$ cat config.mk
export PLATFORM = sky130hd
export DESIGN_NAME = cfg_prom_seq
export DESIGN_NICKNAME = d
export VERILOG_FILES = /design/src/rtl/cfg_prom_pkg.sv /design/src/rtl/cps_hold_timer.sv /design/src/rtl/cps_addr_seq.sv /design/src/rtl/cps_rom_read.sv /design/src/rtl/cfg_prom_seq.sv
export SDC_FILE = /design/constraint.sdc
export NUM_CORES = 1
export LEC_CHECK = 0
export BUFFER_PORTS_ARGS = -buffer_cell sky130_fd_sc_hd__clkbuf_2
export CORE_AREA = 2 2 46 48
export DETAILED_ROUTE_END_ITERATION = 10
export DIE_AREA = 0 0 48 50
export PLACE_DENSITY_LB_ADDON = 0.08
export SYNTH_ARGS = -nofsm -noshare
export SYNTH_HDL_FRONTEND = slang
export SYNTH_SLANG_ARGS = --single-unit
$ cat constraint.sdc
create_clock -name clk -period 1.2 [get_ports clk]
set_input_delay 0.24 -clock clk [delete_from_list [all_inputs] [get_ports clk]]
set_output_delay 0.24 -clock clk [all_outputs]
set_load 0.05 [all_outputs]
$ cat src/rtl/cfg_prom_pkg.sv
// Package: shared types for the configuration memory read sequencer.
// Assumes nothing beyond IEEE 1800-2017 types.
package cfg_prom_pkg;

    // Walk phase of the address sequencer.
    typedef enum logic {
        PH_WALK = 1'b0,   // address below or at the terminal count, streaming
        PH_PAST = 1'b1    // terminal count passed, address frozen
    } walk_phase_t;

endpackage

$ cat src/rtl/cps_hold_timer.sv
// Module: cps_hold_timer
// Counts HOLD_CYC enabled clocks after a synchronous power-up reset and then
// raises hold_done. A low supply indication restarts the count.
// Assumes HOLD_CYC >= 1.
module cps_hold_timer #(
    parameter int HOLD_CYC = 250
) (
    input  logic clk,
    input  logic rst_n,
    input  logic low_supply,
    output logic hold_done
);

    localparam int CNT_W = $clog2(HOLD_CYC + 1);

    logic [CNT_W-1:0] cnt_q;
    logic             done_q;

    // Power-up hold counter; saturates once the hold time has elapsed.
    always_ff @(posedge clk) begin
        if (!rst_n || low_supply) begin
            cnt_q  <= '0;
            done_q <= 1'b0;
        end else if (!done_q) begin
            cnt_q <= cnt_q + 1'b1;
            if (cnt_q == CNT_W'(HOLD_CYC - 1)) begin
                done_q <= 1'b1;
            end
        end
    end

    assign hold_done = done_q;

    // the release only follows a full count.
    assert_hold_full_count_R1: assert property (@(posedge clk) disable iff (!rst_n)
        $rose(done_q) |-> ($past(cnt_q) == CNT_W'(HOLD_CYC - 1)));

    // a low supply always drops the release on the following edge.
    assert_low_supply_rehold_R8: assert property (@(posedge clk) disable iff (!rst_n)
        low_supply |=> !done_q);

endmodule

$ cat src/rtl/cps_addr_seq.sv
// Module: cps_addr_seq
// Address walker: resets to 0 under standby, output-enable low or hold, and
// otherwise steps one word per clock up to TERM_CNT, then freezes.
// Assumes TERM_CNT < 2**ADDR_W.
module cps_addr_seq
    import cfg_prom_pkg::*;
#(
    parameter int ADDR_W   = 4,
    parameter int TERM_CNT = 11
) (
    input  logic              clk,
    input  logic              sys_rst_n,
    input  logic              hold_done,
    input  logic              chip_en,
    input  logic              oe_rst_n,
    output logic [ADDR_W-1:0] addr,
    output logic              fetch,
    output logic              word_vld,
    output walk_phase_t       phase
);

    localparam logic [ADDR_W-1:0] TC = ADDR_W'(TERM_CNT);

    logic [ADDR_W-1:0] addr_q;
    walk_phase_t       phase_q;
    logic              vld_q;
    logic              held;

    // Any of these conditions pins the address at 0.
    assign held  = !hold_done || chip_en || !oe_rst_n;
    assign fetch = !held && (phase_q == PH_WALK);

    // Address, phase and word-valid state.
    always_ff @(posedge clk) begin
        if (!sys_rst_n || held) begin
            addr_q  <= '0;
            phase_q <= PH_WALK;
            vld_q   <= 1'b0;
        end else if (phase_q == PH_WALK) begin
            vld_q <= 1'b1;
            if (addr_q == TC) begin
                phase_q <= PH_PAST;
            end else begin
                addr_q <= addr_q + 1'b1;
            end
        end else begin
            vld_q <= 1'b0;
        end
    end

    assign addr     = addr_q;
    assign word_vld = vld_q;
    assign phase    = phase_q;

    // standby or output-enable low return the address to 0.
    assert_addr_cleared_R3: assert property (@(posedge clk) disable iff (!sys_rst_n)
        (chip_en || !oe_rst_n) |=> (addr_q == '0 && phase_q == PH_WALK));

    // past the terminal count, an enabled device keeps its address.
    assert_addr_frozen_R6: assert property (@(posedge clk) disable iff (!sys_rst_n)
        (phase_q == PH_PAST && !held) |=> (phase_q == PH_PAST && $stable(addr_q)));

    // the address never runs beyond the terminal count.
    assert_addr_bound_R5: assert property (@(posedge clk) disable iff (!sys_rst_n)
        addr_q <= TC);

    // no word becomes valid while the hold is active.
    assert_no_word_in_hold_R2: assert property (@(posedge clk) disable iff (!sys_rst_n)
        !hold_done |=> !vld_q);

endmodule

$ cat src/rtl/cps_rom_read.sv
// Module: cps_rom_read
// Parameter-held image and registered read port: on a fetch strobe the word
// at the given address is captured.
// Assumes ROM_IMAGE holds TERM_CNT+1 words, word i in bits [i*WORD_W +: WORD_W].
module cps_rom_read #(
    parameter int WORD_W   = 8,
    parameter int ADDR_W   = 4,
    parameter int TERM_CNT = 11,
    parameter logic [(TERM_CNT+1)*WORD_W-1:0] ROM_IMAGE = '0
) (
    input  logic              clk,
    input  logic              sys_rst_n,
    input  logic              fetch,
    input  logic [ADDR_W-1:0] addr,
    output logic [WORD_W-1:0] data
);

    localparam int DEPTH = TERM_CNT + 1;

    logic [WORD_W-1:0] rom_w [DEPTH];
    logic [WORD_W-1:0] data_q;

    // Unpack the parameter image into one word per address.
    for (genvar gi = 0; gi < DEPTH; gi++) begin : g_word
        assign rom_w[gi] = ROM_IMAGE[gi*WORD_W +: WORD_W];
    end

    // Output data register, loaded from the current address on fetch.
    always_ff @(posedge clk) begin
        if (!sys_rst_n) begin
            data_q <= '0;
        end else if (fetch) begin
            data_q <= rom_w[addr];
        end
    end

    assign data = data_q;

    // a fetch only reads within the image.
    assert_fetch_in_image_R5: assert property (@(posedge clk) disable iff (!sys_rst_n)
        fetch |-> (int'(addr) < DEPTH));

endmodule

$ cat src/rtl/cfg_prom_seq.sv
// Module: cfg_prom_seq (top)
// Read-side sequencer of a serial configuration memory: power-up hold,
// address walk with saturation at the terminal count, tri-state data output
// enable, cascade enable for a following device and standby indicator.
// Assumes synchronous control inputs and HOLD_CYC >= 1.
module cfg_prom_seq
    import cfg_prom_pkg::*;
#(
    parameter int WORD_W   = 8,
    parameter int ADDR_W   = 4,
    parameter int TERM_CNT = 11,
    parameter int HOLD_CYC = 250,
    parameter logic [(TERM_CNT+1)*WORD_W-1:0] ROM_IMAGE = '0
) (
    input  logic              clk,
    input  logic              rst_n,
    input  logic              low_supply,
    input  logic              oe_rst_n,
    input  logic              chip_en,
    output logic [WORD_W-1:0] data_o,
    output logic              data_oe,
    output logic              casc_ce_n,
    output logic              standby,
    output logic              hold_rst_n
);

    logic              hold_done;
    logic              sys_rst_n;
    logic [ADDR_W-1:0] addr;
    logic              fetch;
    logic              word_vld;
    walk_phase_t       phase;
    logic              enabled;

    assign sys_rst_n = rst_n && !low_supply;

    cps_hold_timer #(.HOLD_CYC(HOLD_CYC)) u_hold (
        .clk        (clk),
        .rst_n      (rst_n),
        .low_supply (low_supply),
        .hold_done  (hold_done)
    );

    cps_addr_seq #(.ADDR_W(ADDR_W), .TERM_CNT(TERM_CNT)) u_seq (
        .clk       (clk),
        .sys_rst_n (sys_rst_n),
        .hold_done (hold_done),
        .chip_en   (chip_en),
        .oe_rst_n  (oe_rst_n),
        .addr      (addr),
        .fetch     (fetch),
        .word_vld  (word_vld),
        .phase     (phase)
    );

    cps_rom_read #(
        .WORD_W(WORD_W), .ADDR_W(ADDR_W), .TERM_CNT(TERM_CNT), .ROM_IMAGE(ROM_IMAGE)
    ) u_rom (
        .clk       (clk),
        .sys_rst_n (sys_rst_n),
        .fetch     (fetch),
        .addr      (addr),
        .data      (data_o)
    );

    // Output control: combinational from registered state and live controls.
    assign enabled    = hold_done && !chip_en && oe_rst_n;
    assign data_oe    = enabled && word_vld;
    assign casc_ce_n  = !(enabled && phase == PH_PAST && !word_vld);
    assign standby    = chip_en;
    assign hold_rst_n = hold_done;

    // the cascade enable and the data drive are never active together.
    assert_casc_excl_R7: assert property (@(posedge clk) disable iff (!rst_n)
        !casc_ce_n |-> !data_oe);

    // standby always floats the data and releases the cascade.
    assert_standby_quiet_R3: assert property (@(posedge clk) disable iff (!rst_n)
        chip_en |-> (!data_oe && casc_ce_n && standby));

    // no drive while the hold output is low.
    assert_hold_quiet_R2: assert property (@(posedge clk) disable iff (!rst_n)
        !hold_rst_n |-> (!data_oe && casc_ce_n));

endmodule

==> results of run 1 <==
sequential cells by signal (all words and copies together) (netlist names):
name              count
u_seq.phase           1
u_seq.word_vld        1
u_seq.addr            4
u_hold.hold_done      1
u_hold.cnt_q          8
metal layers:
layer	global-route usage	share of wire	up-vias	wire (um)
met4	0.0405	0.0082	0	11
met2	0.244	0.53	8	705
met1	0.159	0.43	264	577
met5	0	0	-	0
met3	0.0659	0.034	2	45
li1	-	-	297	-
metrics by stage:
stage / hold slack [ns] / setup TNS, ns
after floorplan: 0.398 / -0.108
after global placement: 0.472 / -0.0124
after detailed placement: 0.486 / -0.0560
after CTS: 0.186 / -0.486
after global routing: 0.209 / -1.53
final: 0.202 / -0.937
power by group through the flow:
| stage | Combinational (mW) | Clock, mW | Sequential [mW] |
|---|---|---|---|
| after detailed placement | 0.0934 | 0 | 0.513 |
| after global placement | 0.0937 | 0 | 0.512 |
| after global routing | 0.102 | 0.337 | 0.499 |
| final | 0.0940 | 0.299 | 0.499 |
| after floorplan | 0.0980 | 0 | 0.515 |
| after CTS | 0.0935 | 0.321 | 0.501 |
worst register-to-register path, stage by stage (launching register included):
cell and delay (ns):
dfxtp_4 0.35, buf_4 0.13, buf_6 0.12, nand4b_1 0.19, or3_1 0.33, a21oi_1 0.14
repair_timing:
item	in CTS	in global routing
resized for setup	12	14
endpoints found under the hold margin	0	0
setup buffers	1	1
endpoints found under the setup margin	5	10
pin swaps	8	5
area by class of cell:
class / count / share of cell area
timing repair buffer: 17 / 0.156
clock inverter: 1 / 0.00519
sequential: 15 / 0.322
inverter: 2 / 0.00779
clock buffer: 3 / 0.0234
multi-input combinational: 62 / 0.451
tap: 27 / 0.0351
path summary, 6_finish.rpt:
path / depth (start not counted) / endpoint / from / slack, ns
setup / recovery: 3 / data_oe / u_hold.hold_done / -0.20
hold / removal: 3 / u_hold.hold_done / low_supply / 0.20
setup reg to reg: 5 / u_hold.cnt_q[6] / u_hold.hold_done / -0.13
hold reg to reg: 2 / u_hold.cnt_q[6] / u_hold.cnt_q[6] / 0.50
cell families after synthesis:
kind of cell / share of synthesized area
AOI/OAI and AO/OA: 0.0985
xor gates and xnor gates: 0.0594
adders and majority gates: 0.0509
buffers and inverters: 0.112
DFF: 0.407
other: 0.00509
and+or+nand+nor: 0.267
cells in the final DEF, fill, tap and decap left out, types with 2 or more instances in the layout:
master / n
inv_1: 2
buf_4: 8
clkbuf_4: 3
nand2_1: 4
dfxtp_2: 2
nor2_1: 10
a21oi_2: 3
nand4b_1: 2
dfxtp_4: 2
o21ai_0: 5
ha_1: 2
xor2_1: 3
clkbuf_2: 5
conb_1: 8
a21oi_1: 4
or3_4: 3
and3b_2: 2
dfxtp_1: 11
==> flow_summary.toml, run 1 <==
[setup_path]
cp.arrival_ns = 1.16
critPathBufInv = 1
crit_path_top_delay_cell = "dfxtp_4"
cp_top_family = "flip-flops"
cp_cell_sequence = "and3b_2, and2_4, clkbuf_16"
crit_path_max_incr_delay_ns = 0.35
crit_type = "flip-flop to output pin"
critPathRequiredTime_ns = 0.96
start_kind = "flip-flop"
crit_path_max_fanout = 3
cp-end-kind = "output pin"

[floorplanning]
dieArea_um2 = 2400
initial_core_util = 0.388
core_um2 = 1900
dieWidth_um = 48
rows = 16
dieHeight_um = 50
ios = 17

[timing]
fin_crit_sh = 1.16
setup_viol = 9
fin_crit_ns = 1.40
clock_skew_ns = 0.00446
setup_ws_ns = -0.196
max_freq_mhz = 717
slew_violations = 0
rsz0062_at_grt = "yes"
hold_viol = 0

[cells_and_area]
stdcell_area_um2 = 963
instances_no_fill = 127
fill_cells = 182
fin_nets = 109
num_antenna_cells = 0
syn2layout_area_growth_pct = 30.7
seq_area_um2 = 310
drive_above_1_share = 0.380
multiInputGateArea_um2 = 434
post-route-util = 0.507

[synthesis]
syn_area_per_cell_um2 = 8.88
synthArstFlopShare = 0
yosysMostFrequentCell = "dfxtp_1"
post_synth_num_cell_types = 25
synth_area_um2 = 737
yosysSeqAreaShare = 0.407
synth-seq-cells = 15
synth_edf_count = 0
synth_top_area_cell = "dfxtp_1"
ys_top_cells_by_area = "dfxtp_1 41%, buf_4 9.2%, ha_1 5.1%"
netlist_instances = 83
yosysWarnings = 0
yosysTopAreaCellShare = 0.407
synth.cells.most_frequent = "15 x dfxtp_1, 10 x nor2_1, 9 x buf_4"
ys.flop_type = "dfxtp_1"

[global_route]
grt_max_degree = 11
grt_pass1_vias = 620
antenna_found_initial = 0
groute.usage.overall = 0.146
grt_pass1_wl_um = 2470
grt_overflow_total = 0

[power]
p_total_mw = 0.891
vdd_drop_max_v = 0.000726
p_int_mw = 0.637
p_sw_mw = 0.254
seqPwrFrac = 0.559
p_clk_frac = 0.335
powerDensity_nw_per_um2 = 925
p_leak_nw = 0.414
switching_share = 0.286
p_comb_frac = 0.105

[drt]
firstDrtPassIters = 1
routed_via_density = 4.50
vias = 571
drt_wl_total_um = 1340
drc = 0
drtIter0Drc = 0
ant_nets = 0
wl_per_cell_um = 10.6

[placement]
placed_area_um2 = 821
dp_hpwl_um = 919
place_inst = 121
place_congestion = 0.720
post-place-ws_ns = -0.0339
portBuffers = 8

[clocking]
clock-sinks = 15
cts.clk_slew.worst_paths_ns = 0.10
cts_hold_buf = 0
tritoncts = "yes"
htree_levels = 1
cts_root_buffer = "clkbuf_4"
clk_path_buf_depth = 2
clock_latency_ns = 0.29
numCtsBuffers = 3

[status]
violations = "negative setup slack"
status = "finished, violations left"

[worst_hold_path]
hp-class = "input port to flip-flop"

[flow_run]
max-cap-violations = 0
Power figures use the tool's default switching activity.
==> run 2, diff against run 1 <==
--- a/config.mk
+++ b/config.mk
@@ -6,10 +6,11 @@
 export NUM_CORES = 1
 export LEC_CHECK = 0
 export BUFFER_PORTS_ARGS = -buffer_cell sky130_fd_sc_hd__clkbuf_2
-export CORE_AREA = 2 2 46 48
+export CORE_AREA = 2 2 48 50
 export DETAILED_ROUTE_END_ITERATION = 10
-export DIE_AREA = 0 0 48 50
+export DIE_AREA = 0 0 50 52
 export PLACE_DENSITY_LB_ADDON = 0.08
 export SYNTH_ARGS = -nofsm -noshare
 export SYNTH_HDL_FRONTEND = slang
+export SYNTH_HIERARCHICAL = 1
 export SYNTH_SLANG_ARGS = --single-unit
==> run 2 against run 1 <==
Effect of this change: via count up 12%; synthesized cell count up 2.4%; clock power down 4%; routed wire length up 14%; critical path depth unchanged; maximum frequency down 12%; flip-flop and latch count unchanged; the flow still finishes with violations (negative setup slack); die area up 8.3%.
==> flow_summary.toml, run 2 <==
[status]
status = "finished, violations left"
violations = "negative setup slack"

[clocking]
cts_root_buffer = "clkbuf_4"
clock-sinks = 15
clock_latency_ns = 0.27
cts_hold_buf = 0
htree_levels = 1
numCtsBuffers = 3
tritoncts = "yes"
clk_path_buf_depth = 2
cts.clk_slew.worst_paths_ns = 0.09

[drt]
wl_met1_um = 706
drtIter0Drc = 7
wl_met3_um = 81
drc = 0
ant_nets = 0
drt_wl_total_um = 1520
firstDrtPassIters = 4
dr_wl_met2_um = 718
routed_via_density = 4.71
vias = 640
wl_per_cell_um = 11.2
dr.max_layer_used = "met4"

[timing]
rsz0062_at_grt = "yes"
setup_viol = 6
setup_ws_ns = -0.392
fin_crit_ns = 1.59
hold_viol = 0
max_freq_mhz = 628
clock_skew_ns = 0.00160
fin_crit_sh = 1.33
slew_violations = 0
holdWs_ns = 0.292

[flow_run]
max-cap-violations = 0

[synthesis]
yosysMostFrequentCell = "dfxtp_1"
synth-seq-cells = 15
yosysTopAreaCellShare = 0.386
post_synth_num_cell_types = 28
syn_area_per_cell_um2 = 9.14
yosys.area_share.xor_xnor = 0.0564
synth_edf_count = 0
synth_top_area_cell = "dfxtp_1"
yosys.area_share.simple = 0.308
synth_top_family_by_area = "simple AND/OR/NAND/NOR gates"
ys.flop_type = "dfxtp_1"
netlist_instances = 85
synthArstFlopShare = 0
synth_area_um2 = 777
synth_compound_area_frac = 0.0821
synth_mux_area_frac = 0.0129
yosysWarnings = 6
ys_top_cells_by_area = "dfxtp_1 39%, buf_4 8.7%, ha_1 4.8%"
synth.cells.most_frequent = "15 x dfxtp_1, 10 x nor2_1, 9 x buf_4"
yosysSeqAreaShare = 0.386
synth-adder-area-share = 0.0483

[cells_and_area]
seq_area_um2 = 309
final_common_cell = "buf_4"
fill_cells = 212
post-route-util = 0.500
syn2layout_area_growth_pct = 35.4
fin_nets = 117
num_antenna_cells = 0
stdcell_area_um2 = 1050
largest-register = "u_hold/cnt_q"
multiInputGateArea_um2 = 475
drive_above_1_share = 0.380
mostFrequentLayoutCells = "13 x buf_4, 10 x nor2_1, 10 x dfxtp_1, 8 x conb_1"
largest_register_ffs = 8

[floorplanning]
ios = 17
core_um2 = 2110
dieWidth_um = 50
initial_core_util = 0.369
dieHeight_um = 52
dieArea_um2 = 2600
rows = 17

[placement]
place_congestion = 0.778
dp_hpwl_um = 1100
post-place-ws_ns = -0.190
placed_area_um2 = 928
portBuffers = 8

[setup_path]
critPathRequiredTime_ns = 0.96
crit_type = "flip-flop to output pin"
crit_path_max_incr_delay_ns = 0.48
cp_cell_sequence = "nand2_4, or4b_4, clkbuf_16"
cp.arrival_ns = 1.35
crit_path_top_delay_cell = "or4b_4"
cp-end-kind = "output pin"
crit_path_max_fanout = 2
start_kind = "flip-flop"
cp_top_family = "simple AND/OR/NAND/NOR gates"
critPathBufInv = 1

[power]
p_leak_nw = 0.466
vdd_drop_max_v = 0.000463
powerDensity_nw_per_um2 = 852

[global_route]
grt_max_degree = 13
grt_pass1_wl_um = 2660
grt_pass1_vias = 599
grt_overflow_total = 0
antenna_found_initial = 0
groute.usage.overall = 0.141

[worst_hold_path]
hp-class = "input port to flip-flop"
run 2: kinds of logic after synthesis:
group	after synthesis
other	1
xor gates and xnor gates	5
DFF	15
AOI/OAI and AO/OA	12
buffers and inverters	12
adders and majority gates	3
and+or+nand+nor	36
muxes	1
run 2: timing repair:
| item | CTS | global route |
|---|---|---|
| endpoints found under the setup margin | 9 | 12 |
| cloned | 0 | 0 |
| pin swaps | 3 | 5 |
| setup buffers | 1 | 2 |
| gates resized for setup | 13 | 5 |
run 2: stage by stage:
| step | std cells | power [mW] | TNS (ns) |
|---|---|---|---|
| after floorplan | 92 | 0.614 | -0.309 |
| after global placement | 130 | 0.619 | -0.291 |
| after detailed placement | 130 | 0.621 | -0.326 |
| after CTS | 135 | 0.916 | -1.06 |
| after global routing | 136 | 0.943 | -1.41 |
| final | 136 | 0.896 | -0.958 |
run 2: layout make-up:
type / instances / share of cell area
clock buffer: 4 / 0.0250
multi-input combinational: 65 / 0.452
tap: 28 / 0.0333
timing repair buffer: 22 / 0.189
inverter: 2 / 0.00713
sequential: 15 / 0.294
run 2: tightest hold or removal path: stages:
cell and delay, ns:
clkbuf_2 0.08, nor2b_1 0.07, and2_1 0.14
run 2: where the power goes:
part           switching, mW  internal (mW)  leakage (nW)
registers            0.00380          0.499         0.124
clock network          0.158          0.129        0.0150
logic                 0.0829         0.0240         0.328
total                  0.244          0.652         0.466
run 2: final timing paths:
kind | from | slack, ns | cells past startpoint | to
max | u_hold/hold_done | -0.39 | 3 | casc_ce_n
min | low_supply | 0.29 | 3 | u_seq/word_vld
max reg2reg | u_hold/hold_done | -0.09 | 4 | u_hold/cnt_q[7]
min reg2reg | u_seq/addr[2] | 0.51 | 2 | u_seq/addr[2]
run 2: layer usage:
layer  vias to the layer above  GRT usage
li1                        327          -
met1                       292      0.172
met5                         -          0
met3                         2     0.0374
met2                        19      0.221
met4                         0     0.0833
